$ cat src/rtl/uart_rate_pkg.sv
package uart_rate_pkg;
   // Field positions inside the packed rate word (software-visible layout)
   localparam int unsigned URB_DIV_LSB = 0;
   localparam int unsigned URB_PRE_LSB = 16;
   // Oversampling ratio per bit
   localparam int unsigned URB_OVS_DEF = 13;

   typedef enum logic {
      RATE_IDLE    = 1'b0,
      RATE_PENDING = 1'b1
   } rate_state_e;
endpackage

$ cat src/rtl/urb_stage.sv
// One wrap-around counter stage of the rate chain: advances on en,
// wraps to zero after reaching limit and flags the wrap cycle.
module urb_stage #(
   parameter int unsigned W = 4
) (
   input  logic         clk,
   input  logic         rst_n,
   input  logic         en,
   input  logic [W-1:0] limit,
   output logic         wrap
);
   logic [W-1:0] cnt_q;
   logic         at_end;

   assign at_end = (cnt_q >= limit);
   assign wrap   = en && at_end;

   always_ff @(posedge clk or negedge rst_n) begin
      if (!rst_n) begin
         cnt_q <= '0;
      end else if (en) begin
         cnt_q <= at_end ? '0 : cnt_q + 1'b1;
      end
   end
endmodule

$ cat src/rtl/urb_rate_ctrl.sv
// Holds the active prescaler/divisor pair and a parked copy that is
// promoted on the next bit boundary.
module urb_rate_ctrl
   import uart_rate_pkg::*;
#(
   parameter int unsigned WORD_W = 20,
   parameter int unsigned PRE_W  = 4,
   parameter int unsigned DIV_W  = 10
) (
   input  logic              clk,
   input  logic              rst_n,
   input  logic              wr,
   input  logic [WORD_W-1:0] wdata,
   input  logic              bit_tick,
   output logic              busy,
   output logic [PRE_W-1:0]  act_pre,
   output logic [DIV_W-1:0]  act_div
);
   rate_state_e      st_q;
   logic [PRE_W-1:0] pend_pre_q;
   logic [DIV_W-1:0] pend_div_q;
   logic [PRE_W-1:0] wr_pre;
   logic [DIV_W-1:0] wr_div;

   assign wr_pre = wdata[URB_PRE_LSB +: PRE_W];
   assign wr_div = wdata[URB_DIV_LSB +: DIV_W];
   assign busy   = (st_q == RATE_PENDING);

   always_ff @(posedge clk or negedge rst_n) begin
      if (!rst_n) begin
         st_q       <= RATE_IDLE;
         pend_pre_q <= '0;
         pend_div_q <= '0;
         act_pre    <= '0;
         act_div    <= '0;
      end else begin
         case (st_q)
            RATE_IDLE: begin
               if (wr) begin
                  pend_pre_q <= wr_pre;
                  pend_div_q <= wr_div;
                  st_q       <= RATE_PENDING;
               end
            end
            RATE_PENDING: begin
               if (bit_tick) begin
                  act_pre <= pend_pre_q;
                  act_div <= pend_div_q;
                  st_q    <= RATE_IDLE;
               end
            end
            default: st_q <= RATE_IDLE;
         endcase
      end
   end
endmodule

$ cat src/rtl/urb_break_timer.sv
// Counts bit ticks while the line is held in break.
module urb_break_timer #(
   parameter int unsigned BRK_W = 16
) (
   input  logic             clk,
   input  logic             rst_n,
   input  logic             len_we,
   input  logic [BRK_W-1:0] len_wdata,
   input  logic             start,
   input  logic             bit_tick,
   output logic             active,
   output logic             done
);
   logic [BRK_W-1:0] len_q;
   logic [BRK_W-1:0] len_lat_q;
   logic [BRK_W-1:0] cnt_q;
   logic [BRK_W:0]   cnt_next;

   assign cnt_next = {1'b0, cnt_q} + 1'b1;

   always_ff @(posedge clk or negedge rst_n) begin
      if (!rst_n) begin
         len_q     <= '0;
         len_lat_q <= '0;
         cnt_q     <= '0;
         active    <= 1'b0;
         done      <= 1'b0;
      end else begin
         done <= 1'b0;
         if (len_we) begin
            len_q <= len_wdata;
         end
         if (!active) begin
            if (start) begin
               active    <= 1'b1;
               cnt_q     <= '0;
               len_lat_q <= (len_q == '0) ? {{(BRK_W-1){1'b0}}, 1'b1} : len_q;
            end
         end else if (bit_tick) begin
            if (cnt_next >= {1'b0, len_lat_q}) begin
               active <= 1'b0;
               done   <= 1'b1;
            end else begin
               cnt_q <= cnt_next[BRK_W-1:0];
            end
         end
      end
   end
endmodule

$ cat src/rtl/uart_rate_brk.sv
module uart_rate_brk
   import uart_rate_pkg::*;
#(
   parameter int unsigned WORD_W = 20,
   parameter int unsigned PRE_W  = 4,
   parameter int unsigned DIV_W  = 10,
   parameter int unsigned OVS    = URB_OVS_DEF,
   parameter int unsigned BRK_W  = 16
) (
   input  logic              clk,
   input  logic              rst_n,
   input  logic              rate_we,
   input  logic [WORD_W-1:0] rate_wdata,
   input  logic              brk_len_we,
   input  logic [BRK_W-1:0]  brk_len_wdata,
   input  logic              brk_start,
   input  logic              tx_in,
   output logic              busy,
   output logic              sample_tick,
   output logic              bit_tick,
   output logic              brk_active,
   output logic              brk_done,
   output logic              tx_out
);
   localparam int unsigned OVS_W = (OVS > 1) ? $clog2(OVS) : 1;
   localparam logic [OVS_W-1:0] OVS_LIM = OVS_W'(OVS - 1);

   // elaboration-time parameter checks
   if (PRE_W < 1 || DIV_W < 1) begin : g_bad_width
      $error("uart_rate_brk: PRE_W and DIV_W must be at least 1");
   end
   if (URB_DIV_LSB + DIV_W > URB_PRE_LSB) begin : g_bad_div
      $error("uart_rate_brk: divisor field overlaps prescaler field");
   end
   if (URB_PRE_LSB + PRE_W > WORD_W) begin : g_bad_word
      $error("uart_rate_brk: rate word too narrow for prescaler field");
   end
   if (OVS < 2) begin : g_bad_ovs
      $error("uart_rate_brk: oversampling ratio must be at least 2");
   end
   if (BRK_W < 2) begin : g_bad_brk
      $error("uart_rate_brk: BRK_W must be at least 2");
   end

   logic [PRE_W-1:0] act_pre;
   logic [DIV_W-1:0] act_div;
   logic             pre_tick;

   urb_rate_ctrl #(
      .WORD_W (WORD_W),
      .PRE_W  (PRE_W),
      .DIV_W  (DIV_W)
   ) u_rate (
      .clk      (clk),
      .rst_n    (rst_n),
      .wr       (rate_we),
      .wdata    (rate_wdata),
      .bit_tick (bit_tick),
      .busy     (busy),
      .act_pre  (act_pre),
      .act_div  (act_div)
   );

   // prescaler -> divisor -> oversampling cascade
   urb_stage #(.W(PRE_W)) u_pre (
      .clk   (clk),
      .rst_n (rst_n),
      .en    (1'b1),
      .limit (act_pre),
      .wrap  (pre_tick)
   );

   urb_stage #(.W(DIV_W)) u_div (
      .clk   (clk),
      .rst_n (rst_n),
      .en    (pre_tick),
      .limit (act_div),
      .wrap  (sample_tick)
   );

   urb_stage #(.W(OVS_W)) u_ovs (
      .clk   (clk),
      .rst_n (rst_n),
      .en    (sample_tick),
      .limit (OVS_LIM),
      .wrap  (bit_tick)
   );

   urb_break_timer #(.BRK_W(BRK_W)) u_brk (
      .clk       (clk),
      .rst_n     (rst_n),
      .len_we    (brk_len_we),
      .len_wdata (brk_len_wdata),
      .start     (brk_start),
      .bit_tick  (bit_tick),
      .active    (brk_active),
      .done      (brk_done)
   );

   assign tx_out = brk_active ? 1'b0 : tx_in;
endmodule

$ cat config.mk
export PLATFORM = sky130hd
export DESIGN_NAME = uart_rate_brk
export DESIGN_NICKNAME = d
export VERILOG_FILES = /design/src/rtl/uart_rate_pkg.sv /design/src/rtl/urb_stage.sv /design/src/rtl/urb_rate_ctrl.sv /design/src/rtl/urb_break_timer.sv /design/src/rtl/uart_rate_brk.sv
export SDC_FILE = /design/constraint.sdc
export NUM_CORES = 1
export LEC_CHECK = 0
export ABC_AREA = 0
export BUFFER_PORTS_ARGS = -buffer_cell sky130_fd_sc_hd__buf_2
export CAP_MARGIN = 30
export CORE_AREA = 2 2 103 105
export CTS_CLUSTER_DIAMETER = 40
export DETAILED_ROUTE_END_ITERATION = 10
export DIE_AREA = 0 0 105 107
export GPL_TIMING_DRIVEN = 1
export PLACE_DENSITY = 0.68
export REMOVE_ABC_BUFFERS = 1
export SLEW_MARGIN = 20
export SYNTH_ARGS = -nofsm -noshare
export SYNTH_HDL_FRONTEND = slang
export SYNTH_SLANG_ARGS = --single-unit
$ cat constraint.sdc
create_clock -name clk -period 3.48 [get_ports clk]
set_clock_uncertainty 0.15 [all_clocks]
set_input_delay 0.696 -clock clk [delete_from_list [all_inputs] [get_ports clk]]
set_output_delay 0.696 -clock clk [all_outputs]
set_load 0.01 [all_outputs]
# Word level (Yosys, flattened, before mapping)
# Index checks and enable logic that the tools add are counted.
[totals]
regBits = 97
out_inout_bits = 6
wordCells = 52
input_bits = 42
[classes]
n_reduce_logical = 8
add_sub_neg = 4
eq_ne = 2
n_bitwise = 2
muxes = 19
magnitude_cmp = 4
[ops]
columns = ["cell", "count"]
rows = [
  ["two-way mux 16 bit", 5],
  ["adder 16 x 1 -> 17 bit (second input constant)", 1],
  [">= comparator 17 x 16 -> 1 bit", 1],
  ["zero test 16 bit", 1],
  ["adder 10 x 1 -> 10 bit (second input constant)", 1],
  [">= comparator 10 bit", 1],
  ["two-way mux 1 bit", 10],
  ["two-way mux 10 bit", 1],
  ["adder 4 x 1 -> 4 bit (second input constant)", 2],
  ["two-way mux 4 bit", 2],
  ["AND reduction 2 bit", 3],
  [">= comparator 4 bit", 1],
  [">= comparator 4 bit (second input constant)", 1],
  ["inequality test 2 bit (second input constant)", 2],
  ["AND reduction 3 bit", 1],
  ["logical AND 1 bit", 2],
  ["NOT 1 bit", 2],
  ["one-hot mux 1 bit (2 select lines)", 1],
  ["nonzero test 2 bit", 1],
]

# Depth between registers and ports, before layout
[depth]
word_depth = 5
ltp_mapped = 15
mapped_depth_nobuf = 14

# Hierarchy
# From an unflattened synthesis, not the netlist that was laid out.
[unflattened]
hier_cells = 490
hier_area_um2 = 5437.7
[modules_own_cells]
columns = ["mod", "instances", "area_each_um2", "seq_area_each_um2", "cells_each"]
rows = [
  ["urb_break_timer", 1, 2871.5, 1251.2, 274],
  ["urb_rate_ctrl", 1, 1142.3, 725.7, 64],
  ["urb_stage (u_div)", 1, 792.0, 250.2, 83],
  ["urb_stage (u_ovs ...)", 2, 305.3, 100.1, 33],
  ["uart_rate_brk", 1, 21.3, 0.0, 3],
]

# Worst setup path after synthesis
# Ideal clock, no wire load.
[synth_timing]
path_kind = "reg2reg"
start = "reg u_brk.cnt_q[0]"
end = "reg u_brk.cnt_q[4]"
required_ns = 3.243
n_path_buf = 0
stages_incl_launch_ff = 14
period_less_slack_ns = 3.150
slack_ns = 0.330
setup_time_ns = 0.087
arrival_time_ns = 2.913
cell_sequence = "dfrtp_1 ha_1 nand3_1 nor2_1 and3_1 nand3_1 xnor2_1 ha_1 a21o_1 a21oi_1 o311a_1 nand3_2 or4_1 o211ai_1"
[synth_between]
elab_chain_len = 4
word_cells_on_any_way = 7
classes_between = "1 x add/sub; 1 x order compare; 1 x eq/ne; 3 x mux; 1 x reduce/logical"
[synth_lines]
columns = ["item", "line", "text"]
rows = [
  ["from (decl)", "urb_break_timer.sv:16", "logic [BRK_W-1:0] cnt_q;"],
  ["from (signal assigned)", "urb_break_timer.sv:44", "cnt_q <= cnt_next[BRK_W-1:0];"],
  ["adder 16 x 1 -> 17 bit *", "urb_break_timer.sv:19", "assign cnt_next = {1'b0, cnt_q} + 1'b1;"],
  [">= comparator 17 x 16 -> 1 bit / two-way mux 16 bit (equally long branches)", "urb_break_timer.sv:40", "if (cnt_next >= {1'b0, len_lat_q}) begin"],
  ["inequality test 2 bit (no line) / two-way mux 16 bit (equally long branches)", "n/a", ""],
  ["AND reduction 3 bit (no line) / two-way mux 16 bit (equally long branches)", "n/a", ""],
]
# Every way passes the cells marked *; elsewhere a longest branch is shown, timed or not. The select of a mux whose other input is x is not followed.
# A chain may end at the register's enable or synchronous reset.

# Worst setup path in the final report
[layout_timing]
start = "reg u_div.cnt_q[9]"
end = "out bit_tick"
[layout_between]
elab_chain_len = 3
[layout_lines]
columns = ["item", "line", "text"]
rows = [
  ["from (decl)", "urb_stage.sv:12", "logic [W-1:0] cnt_q;"],
  ["from (signal assigned)", "urb_stage.sv:22", "cnt_q <= at_end ? '0 : cnt_q + 1'b1;"],
  [">= comparator 10 bit", "urb_stage.sv:15", "assign at_end = (cnt_q >= limit);"],
  ["logical AND 1 bit (2 in a row)", "urb_stage.sv:16", "assign wrap = en && at_end;"],
  ["to (decl)", "uart_rate_brk.sv:20", "output logic bit_tick,"],
]
# No other way between the ends.

==> flow_summary.toml <==
[status]
status = "finished clean"

[sta]
tightest_slew_ps = 940
max_slew_margin_pct = 37.2
period_minus_slack_ps = 3330
setup_viol = 0
setup_tns_ps = 0
finalMaxSlewViolations = 0
final-hold-violation-count = 0
max_freq_ghz = 0.300
period_share_pct = 95.8
hold_ws_ps = 258

[synthesis]
synth_cells = 449
synth-seq-cells = 97
syn_area_mm2 = 0.00491
synth_cell_types = 43
synth-seq-area-share_pct = 49.4
async_flop_share_pct = 100
synth_edf_count = 0
syn_area_per_cell_um2 = 10.9
yosys_most_used_dff = "dfrtp_1"
yosysWarnings = 0

[route]
drc = 0
first_pass_iters = 4
antenna_left = 0
drt_iter0_drc = 194
drt-wirelength-per-cell_um = 14.8
via_per_inst = 5.47
num_vias = 3513
routed_wirelength_um = 9500

[floorplan]
start_util_pct = 48.7
die-area_mm2 = 0.0112
rows = 37
core_area_mm2 = 0.0101
die_w_um = 105
ioPinCount = 48
die_h_um = 107

[pwr]
leakagePower_uw = 0.00267
power_uw = 3060
ir_drop_v = 0.000343
power-per-cell-area_mw_per_mm2 = 546

[clocking]
clockRootBuffer = "clkbuf_8"
path_clk_slew_ps = 90
cts_tree = "built"
clock_sinks = 97
htreeDepth = 3
insertion_delay_ps = 380
cts_buffers = 9
hold_buffers = 0
clockBufferDepth = 2

[place]
place.gp.congestion = 0.816
dpl.hpwl_um = 7000
dp_cells = 625
io_buffers = 41

[critical_path]
endpoint_kind = "primary output"
reg2reg_slack_ps = 210
path_class = "flop to primary output"
critPathMaxFanout = 6
startpoint_type = "flop"
r2r_end = "u_brk.cnt_q[4]$_DFFE_PN0P_"
cp.arrival_ps = 2490
ff2ff_path_depth = 14
cp.required_ps = 2630
rr_startpoint = "u_brk.cnt_q[0]$_DFFE_PN0P_"

[cells_and_area]
area_delta_synth_final_pct = 13.9
layout_common_cells = "dfrtp_1, mux2_2, nand2_1"
finalNetCount = 577
final_common_cell = "dfrtp_1"
antenna_cells = 0
final_core_util_pct = 55.4
drive_gt1_share_pct = 27.7
layoutNonFillerInstCount = 642

[flow_run]
maxCapViolations = 0

[min_path]
hold_class = "input port to async pin"

[global_routing]
grt_usage_pct = 18.3
grt_pass1_vias = 3485
grt_pass1_wl_um = 16300
grt_overflow = 0
grt_max_degree = 64
antenna_found_initial = 0
-- state kept, by name (all words and copies together), names as in the netlist --
register / cells
u_brk.cnt_q: 16
u_brk.len_lat_q: 16
u_brk.len_q: 16
u_div.cnt_q: 10
u_rate.act_div: 10
u_rate.pend_div_q: 10
u_ovs.cnt_q: 4
u_pre.cnt_q: 4
u_rate.act_pre: 4
u_rate.pend_pre_q: 4
u_brk.active: 1
u_brk.done: 1
u_rate.busy: 1
-- logic make-up (layout without fill, tap and decap cells) --
kind of cell / count (synthesis) / after routing / synth area share [%]
buffers and inverters: 46 / 103 / 3.62
flip-flops: 97 / 97 / 49.4
AND/OR/NAND/NOR: 134 / 134 / 13.0
multiplexers: 62 / 62 / 14.2
adder cells (fa/ha/maj): 34 / 34 / 8.66
AO/OA/AOI/OAI: 58 / 58 / 7.90
XOR/XNOR: 18 / 18 / 3.21
-- synthesized netlist by cell type, types with 3 or more instances --
| cell type | instances | share of area (%) |
|---|---|---|
| dfrtp_1 | 97 | 49 |
| mux2_2 | 61 | 14 |
| nand2_1 | 48 | 3.7 |
| ha_1 | 34 | 8.7 |
| inv_1 | 34 | 2.6 |
| nand3_1 | 28 | 2.9 |
| nor2_1 | 19 | 1.5 |
| o21ai_0 | 19 | 1.9 |
| a21oi_1 | 13 | 1.3 |
| xnor2_1 | 10 | 1.8 |
| and3_1 | 9 | 1.1 |
| nand4_1 | 9 | 1.1 |
| xor2_1 | 8 | 1.4 |
| clkbuf_1 | 7 | 0.54 |
| a21o_1 | 5 | 0.76 |
| nand2b_1 | 4 | 0.51 |
| nor3_1 | 4 | 0.41 |
| a41oi_1 | 3 | 0.54 |
| buf_2 | 3 | 0.31 |
| nor4_1 | 3 | 0.38 |
| o211ai_1 | 3 | 0.46 |
-- report_power, final --
part | internal, uW | total, uW | switching, uW | leakage (uW)
Sequential | 1320 | 1490 | 172 | 0.00120
Combinational | 356 | 755 | 399 | 0.00136
Clock | 408 | 808 | 400 | 0.000107
-- layout make-up --
class	instances	area (um^2)
inverter	34	128
fill	906	4500
sequential	97	2430
timing repair buffer	53	310
tap	136	170
clock inverter	6	90.1
clock buffer	10	128
multi-input combinational	306	2340
-- worst max-delay path, stage by stage (launching register included) --
cell and delay, ps:
dfrtp_1 410, ha_1 360, nand4_1 170, a211o_1 260, o31a_1 120, buf_4 170, a211oi_4 410, buf_2 220
-- worst max-delay path by stage --
stage	end	start	slack (ps)
CTS	sample_tick	u_div.cnt_q[7]$_DFFE_PN0N_	110
detailed placement	u_brk.cnt_q[4]$_DFFE_PN0P_	u_brk.cnt_q[0]$_DFFE_PN0P_	250
global route	u_brk.cnt_q[4]$_DFFE_PN0P_	u_brk.cnt_q[1]$_DFFE_PN0P_	-2
finish	bit_tick	u_div.cnt_q[9]$_DFFE_PN0N_	150
global placement	u_brk.cnt_q[0]$_DFFE_PN0P_	u_brk.cnt_q[0]$_DFFE_PN0P_	300
floorplan	u_brk.cnt_q[0]$_DFFE_PN0P_	u_brk.cnt_q[0]$_DFFE_PN0P_	210
-- layer usage --
| layer | part of all wire, % | global-route usage, % | vias up | wire length (um) |
|---|---|---|---|---|
| li1 | - | - | 1675 | - |
| met1 | 49 | 25.2 | 1753 | 4610 |
| met2 | 46 | 28.6 | 73 | 4370 |
| met3 | 3.8 | 3.53 | 12 | 361 |
| met4 | 1.7 | 7.43 | 0 | 157 |
| met5 | 0 | 0 | - | 0 |
-- through the flow --
step	area (um^2)	setup WS [ps]
final	5590	146
after global routing	5590	-1.84
after CTS	5560	109
after detailed placement	5330	247
after global placement	5330	302
after floorplan	4860	209
-- timing repair --
action / CTS / global route
hold endpoints to repair: 0 / 0
endpoints found under the setup margin: 1 / 10
buffers inserted: 1 / 0
gates resized for setup: 0 / 6
pin swaps: 1 / 1
No activity file was read; power rests on OpenSTA's default activity.
